--- src/rtl/seg_read_ctrl_pkg.sv ---
package seg_read_ctrl_pkg;
  typedef enum logic [1:0] {
    ST_IDLE  = 2'd0,
    ST_ADDR  = 2'd1,
    ST_STRB  = 2'd2,
    ST_WAIT  = 2'd3
  } rdState_t;

  typedef struct packed {
    logic loadAddr;
    logic capture;
  } ctlStrb_t;
endpackage

--- src/rtl/seg_read_ctrl_path.sv ---
module seg_read_ctrl_path
  import seg_read_ctrl_pkg::*;
#(
  parameter int SEG_W  = 16,
  parameter int OFF_W  = 16,
  parameter int SHIFT  = 4,
  parameter int DATA_W = 16,
  localparam int ADDR_W = SEG_W + SHIFT
) (
  input  logic              clk,
  input  logic              rst,
  input  ctlStrb_t          ctl,
  input  logic [SEG_W-1:0]  reqSeg,
  input  logic [OFF_W-1:0]  reqOff,
  input  logic [DATA_W-1:0] busData,
  output logic [ADDR_W-1:0] busAddr,
  output logic [DATA_W-1:0] rdData
);
  logic [ADDR_W-1:0] segScaled;
  logic [ADDR_W-1:0] offWide;
  logic [ADDR_W-1:0] physAddr;

  assign segScaled = {reqSeg, {SHIFT{1'b0}}};
  generate
    if (OFF_W >= ADDR_W) begin : g_offTrunc
      assign offWide = reqOff[ADDR_W-1:0];
    end else begin : g_offExt
      assign offWide = {{(ADDR_W-OFF_W){1'b0}}, reqOff};
    end
  endgenerate
  // sum is truncated to ADDR_W bits: carry out of the top bit is dropped
  assign physAddr = segScaled + offWide;

  always_ff @(posedge clk) begin
    if (rst) begin
      busAddr <= '0;
      rdData  <= '0;
    end else begin
      if (ctl.loadAddr) busAddr <= physAddr;
      if (ctl.capture)  rdData  <= busData;
    end
  end
endmodule

--- src/rtl/seg_read_ctrl_fsm.sv ---
module seg_read_ctrl_fsm
  import seg_read_ctrl_pkg::*;
(
  input  logic     clk,
  input  logic     rst,
  input  logic     reqValid,
  output ctlStrb_t ctl,
  output logic     busy,
  output logic     done,
  output logic     busRdN
);
  rdState_t state, nextState;

  always_comb begin
    nextState = state;
    unique case (state)
      ST_IDLE: if (reqValid) nextState = ST_ADDR;
      ST_ADDR: nextState = ST_STRB;
      ST_STRB: nextState = ST_WAIT;
      ST_WAIT: nextState = ST_IDLE;
      default: nextState = ST_IDLE;
    endcase
  end

  always_comb begin
    ctl.loadAddr = (state == ST_IDLE) && reqValid;
    ctl.capture  = (state == ST_WAIT);
  end

  always_ff @(posedge clk) begin
    if (rst) begin
      state <= ST_IDLE;
      done  <= 1'b0;
    end else begin
      state <= nextState;
      done  <= ctl.capture;
    end
  end

  assign busy   = (state != ST_IDLE);
  assign busRdN = !((state == ST_STRB) || (state == ST_WAIT));


  strobe_width_chk: assert property (@(posedge clk) disable iff (rst)
    $fell(busRdN) |=> (!busRdN) ##1 busRdN);


  done_single_chk: assert property (@(posedge clk) disable iff (rst)
    done |=> !done);


  done_on_release_chk: assert property (@(posedge clk) disable iff (rst)
    $rose(busRdN) |-> (done && !busy));
endmodule

--- src/rtl/seg_read_ctrl.sv ---
module seg_read_ctrl
  import seg_read_ctrl_pkg::*;
#(
  parameter int SEG_W  = 16,
  parameter int OFF_W  = 16,
  parameter int SHIFT  = 4,
  parameter int DATA_W = 16,
  localparam int ADDR_W = SEG_W + SHIFT
) (
  input  logic              clk,
  input  logic              rst,
  input  logic              reqValid,
  input  logic [SEG_W-1:0]  reqSeg,
  input  logic [OFF_W-1:0]  reqOff,
  output logic              busy,
  output logic              done,
  output logic [DATA_W-1:0] rdData,
  output logic [ADDR_W-1:0] busAddr,
  output logic              busRdN,
  input  logic [DATA_W-1:0] busData
);
  ctlStrb_t ctl;

  seg_read_ctrl_fsm u_fsm (
    .clk      (clk),
    .rst      (rst),
    .reqValid (reqValid),
    .ctl      (ctl),
    .busy     (busy),
    .done     (done),
    .busRdN   (busRdN)
  );

  seg_read_ctrl_path #(
    .SEG_W  (SEG_W),
    .OFF_W  (OFF_W),
    .SHIFT  (SHIFT),
    .DATA_W (DATA_W)
  ) u_path (
    .clk     (clk),
    .rst     (rst),
    .ctl     (ctl),
    .reqSeg  (reqSeg),
    .reqOff  (reqOff),
    .busData (busData),
    .busAddr (busAddr),
    .rdData  (rdData)
  );


  addr_hold_chk: assert property (@(posedge clk) disable iff (rst)
    (!busRdN) |-> $stable(busAddr));


  busy_ignore_chk: assert property (@(posedge clk) disable iff (rst)
    (busy && reqValid) |=> $stable(busAddr));


  data_hold_chk: assert property (@(posedge clk) disable iff (rst)
    (!done) |-> $stable(rdData));
endmodule

--- config.mk ---
export PLATFORM = sky130hd
export DESIGN_NAME = seg_read_ctrl
export DESIGN_NICKNAME = d
export VERILOG_FILES = /design/src/rtl/seg_read_ctrl_pkg.sv /design/src/rtl/seg_read_ctrl_path.sv /design/src/rtl/seg_read_ctrl_fsm.sv /design/src/rtl/seg_read_ctrl.sv
export SDC_FILE = /design/constraint.sdc
export NUM_CORES = 1
export LEC_CHECK = 0
export CELL_PAD_IN_SITES_DETAIL_PLACEMENT = 1
export CELL_PAD_IN_SITES_GLOBAL_PLACEMENT = 2
export CORE_ASPECT_RATIO = 2
export CORE_UTILIZATION = 35
export DETAILED_ROUTE_END_ITERATION = 12
export DONT_BUFFER_PORTS = 1
export GPL_TIMING_DRIVEN = 0
export PLACE_DENSITY_LB_ADDON = 0.05
export SYNTH_ARGS = -nofsm -noshare
export SYNTH_HDL_FRONTEND = slang
export SYNTH_SLANG_ARGS = --single-unit
--- constraint.sdc ---
create_clock -name clk -period 2.43 [get_ports clk]
set_input_delay 0.3645 -clock clk [delete_from_list [all_inputs] [get_ports clk]]
set_output_delay 0.3645 -clock clk [all_outputs]
set_load 0.01 [all_outputs]
== Word-level counts from Yosys, hierarchy flattened ==
Cells that the tools add are included.
W data, S select, Z words.

* Register bits after elaboration: 39

* Equality and inequality tests: 4
* $add $sub $neg: 1
* Reductions and logical operators: 5
* Mux-type cells: 2

{| class="wikitable"
|+ Operator list
! kind !! number
|-
| $add A20 B16 Y20 || 1
|-
| $pmux W2 S4 || 1
|-
| $eq A2 B2 Y1 const B || 2
|-
| $eq A2 B1 Y1 const B || 1
|-
| $logic_not A2 Y1 || 1
|-
| $mux W2 || 1
|-
| $ne A2 B2 Y1 const B || 1
|-
| $reduce_bool A2 Y1 || 1
|-
| $logic_and A1 B1 Y1 || 1
|-
| $logic_not A1 Y1 || 1
|-
| $logic_or A1 B1 Y1 || 1
|}

== Logic depth before layout (Yosys ltp) ==
* Depth in word-level cells: 3
* Depth in mapped cells: 8
* Mapped depth without buffers: 8

== By module ==
Synthesis repeated with hierarchy kept, for this count alone.

* Cells, all modules: 225
* Area total of the unflattened synthesis: 2095.8 um2

{| class="wikitable"
|+ By module, submodules not included
! module !! cells each !! area each (um2) !! instances !! seq. area each (um2)
|-
| seg_read_ctrl_path || 206 || 1921.8 || 1 || 720.7
|-
| seg_read_ctrl_fsm || 19 || 173.9 || 1 || 60.1
|}

== Worst setup path after synthesis ==
No wires, ideal clock.

* Path type: input-to-reg
* From: input port reqSeg[0]
* To: register u_path.busAddr[18]
* Stages on the path: 8
* Data required time: 2.308 ns
* Setup slack: 0.164 ns
* Arrival: 2.144 ns
* Path through: ha_1 fa_1 a21oi_1 o2bb2ai_2 a311o_2 o2111ai_1 xor2_1 o21ai_1

* Word-level cells in the longest chain between the ends: 1

{| class="wikitable"
|+ RTL lines
! item !! RTL line !! source
|-
| start, declared || seg_read_ctrl.sv:13 || <nowiki>input logic [SEG_W-1:0] reqSeg,</nowiki>
|-
| $add A20 B16 Y20 || seg_read_ctrl_path.sv:32 || <nowiki>assign physAddr = segScaled + offWide;</nowiki>
|-
| end signal, assigned || seg_read_ctrl_path.sv:39 || <nowiki>if (ctl.loadAddr) busAddr <= physAddr;</nowiki>
|-
| end, declared || seg_read_ctrl_path.sv:16 || <nowiki>output logic [ADDR_W-1:0] busAddr,</nowiki>
|}

Every way passes these cells.
A chain may end at the register's enable or synchronous reset.

== Worst setup path after layout ==
Ends and elaborated chain as after synthesis.

==> results.json <==
{
  "drc_errors": 0,
  "netlist_top_cells_count": "dfxtp_1, nor2_1, nand2_1",
  "clock_sinks": 39,
  "synth_top_area_share_pct": 37.5,
  "fin_skew_ns": 0.00583,
  "first_pass_iters": 4,
  "cts_buffers": 5,
  "wl_per_cell_um": 17.6,
  "post-route-util_pct": 40.7,
  "nets": 309,
  "grt_usage_pct": 17.9,
  "p_int_mw": 1.46,
  "antenna_cells": 0,
  "seqPwrFrac_pct": 40.1,
  "cts_tree": "built",
  "tightest_slew_ns": 0.619,
  "crit_buf_inv": 0,
  "crit_chain": "ha_1, fa_1, a21oi_1, o2bb2ai_2, a311o_2, o2111ai_1, xor2_1, o21ai_1",
  "status": "finished clean",
  "die_w_um": 56.5,
  "dr.first_iter.drc_count": 35,
  "routed_via_density": 5.73,
  "power.density_mw_per_mm2": 935,
  "cts_buffer_depth": 2,
  "routed-via-count": 1735,
  "maxSlewHeadroom_pct": 58.7,
  "antenna_left": 0,
  "antenna_found_initial": 0,
  "clock_latency_ns": 0.28,
  "hold_buffers": 0,
  "core_area_mm2": 0.00571,
  "synth_area_mm2": 0.00208,
  "cp_max_fo": 4,
  "synth_top_area_cell": "dfxtp_1",
  "maxCapViolCount": 0,
  "synth_cell_type_count": 46,
  "fin_setup_tns_ns": 0,
  "clkSlewWorstSetupHoldPaths_ns": 0.06,
  "setup_viol": 0,
  "cp.arrival_ns": 2.35,
  "period_minus_slack_ns": 2.19,
  "cp_slowest_stage_delay_ns": 0.48,
  "gp_congestion": 0.791,
  "die_area_mm2": 0.00627,
  "drv_slew": 0,
  "r2r_setup_slack_ns": 0.67,
  "pre_cts_ws_ns": -0.0691,
  "peakVddDrop_v": 0.000852,
  "hold_viol_final": 0,
  "pwr-share-comb_pct": 26.0,
  "synthTopCellsByArea": "dfxtp_1, ha_1, mux2i_1",
  "pwr-share-clk_pct": 33.9,
  "cp-start-kind": "input port",
  "switching_share_pct": 32.9,
  "path_class": "input port to register",
  "postSynthCellCount": 234,
  "rows": 39,
  "p_leak_nw": 0.911,
  "end_kind": "register",
  "grt_pass1_vias": 1953,
  "syn_area_per_cell_um2": 8.89,
  "die_y_um": 111,
  "fmax_ghz": 0.456,
  "synthFlopType": "dfxtp_1",
  "grt_max_degree": 14,
  "htreeDepth": 2,
  "synth-edff-count": 0,
  "place_hpwl_um": 4430,
  "yosys_warnings": 0,
  "cts_root_buffer": "clkbuf_16",
  "post-cts-setup-buffer-count": 0,
  "rsz0062_at_grt": "no",
  "drive_above_1_share_pct": 7.85,
  "synth_nets": 302,
  "cts_resized": 0,
  "io-pin-count": 90,
  "grt-ovfl-total": 0,
  "grt_pass1_wl_um": 8770,
  "area_delta_synth_final_pct": 11.8,
  "fin_crit_sh_pct": 90.2,
  "routed_wl_um": 5340,
  "cpMaxStageDelayCell": "a311o_2",
  "ys_seq_elements": 39,
  "yosysMostFrequentCell": "dfxtp_1",
  "seq_area_frac_synth_pct": 37.5,
  "initial_core_util_pct": 36.4,
  "hp-class": "input port to register",
  "portBuffers": 0,
  "crit_required_ns": 2.59,
  "power_switching_uw": 716,
  "worst_slack_ns": 0.239,
  "cp_top_family": "compound AO/OA/AOI/OAI gates",
  "synth-async-reset-ratio_pct": 0
}
-- power groups by stage --
stage / Sequential [mW] / Clock [mW] / Combinational [mW]
finish: 0.872 / 0.736 / 0.565
global route: 0.886 / 0.783 / 0.644
detailed placement: 0.889 / 0 / 0.577
global placement: 0.885 / 0 / 0.547
CTS: 0.877 / 0.757 / 0.580
floorplan: 0.861 / 0 / 0.451
-- final cells by class --
cell class                 count  area (um2)
fill                         685        3380
multi-input combinational    178        1210
sequential                    39         781
clock buffer                   5         125
tap                           61        76.3
buffer                        10        61.3
clock inverter                 3        43.8
inverter                       7        26.3
-- final timing paths --
| kind | from | end | depth (start not counted) |
|---|---|---|---|
| worst max-delay path | reqSeg[0] | u_path.busAddr[18] | 8 |
| worst min-delay path | reqOff[2] | u_path.busAddr[2] | 2 |
| worst max register to register | u_fsm.state[1] | u_path.rdData[9] | 5 |
| worst min register to register | u_path.busAddr[14] | u_path.busAddr[14] | 2 |
-- metrics by stage --
stage | std cells | cell area, um2 | hold slack [ns] | total power [mW]
final | 303 | 2320 | 0.221 | 2.17
after global routing | 303 | 2320 | 0.228 | 2.31
after CTS | 303 | 2320 | 0.215 | 2.21
after detailed placement | 295 | 2160 | 0.493 | 1.47
after global placement | 295 | 2160 | 0.476 | 1.43
after floorplan | 234 | 2080 | 0.465 | 1.31
-- sequential cells by signal, indices dropped and copies added (netlist names) --
signal / cells
u_path.busAddr: 20
u_path.rdData: 16
u_fsm.state: 2
u_fsm.done: 1
-- layer usage --
layer / GRT usage, % / vias up / share of wire, %
li1: - / 840 / -
met1: 15.8 / 831 / 32
met2: 35.8 / 56 / 60
met3: 4.90 / 8 / 6.6
met4: 6.67 / 0 / 1.6
met5: 0 / - / 0
-- cell families (layout without fill, tap and decap cells) --
logic type	after synthesis	in the layout	synth area share, %
AND/OR/NAND/NOR	80	80	17.3
AO/OA/AOI/OAI	57	57	19.2
flip-flops	39	39	37.5
adder cells (fa/ha/maj)	17	17	10.6
multiplexers	17	17	8.18
buffers and inverters	17	25	4.21
XOR/XNOR	7	7	2.95
-- cell usage in the layout, fill, tap and decap left out, types with 5 or more instances in the layout --
master     instances
clkbuf_1           5
xnor2_1            6
ha_1              16
clkbuf_16          5
o21ai_0            6
inv_1              7
nor2_1            28
nand2_1           27
dfxtp_1           39
mux2i_1           17
nand3_1            5
a21oi_1           21
(Power assumes the default switching activity.)
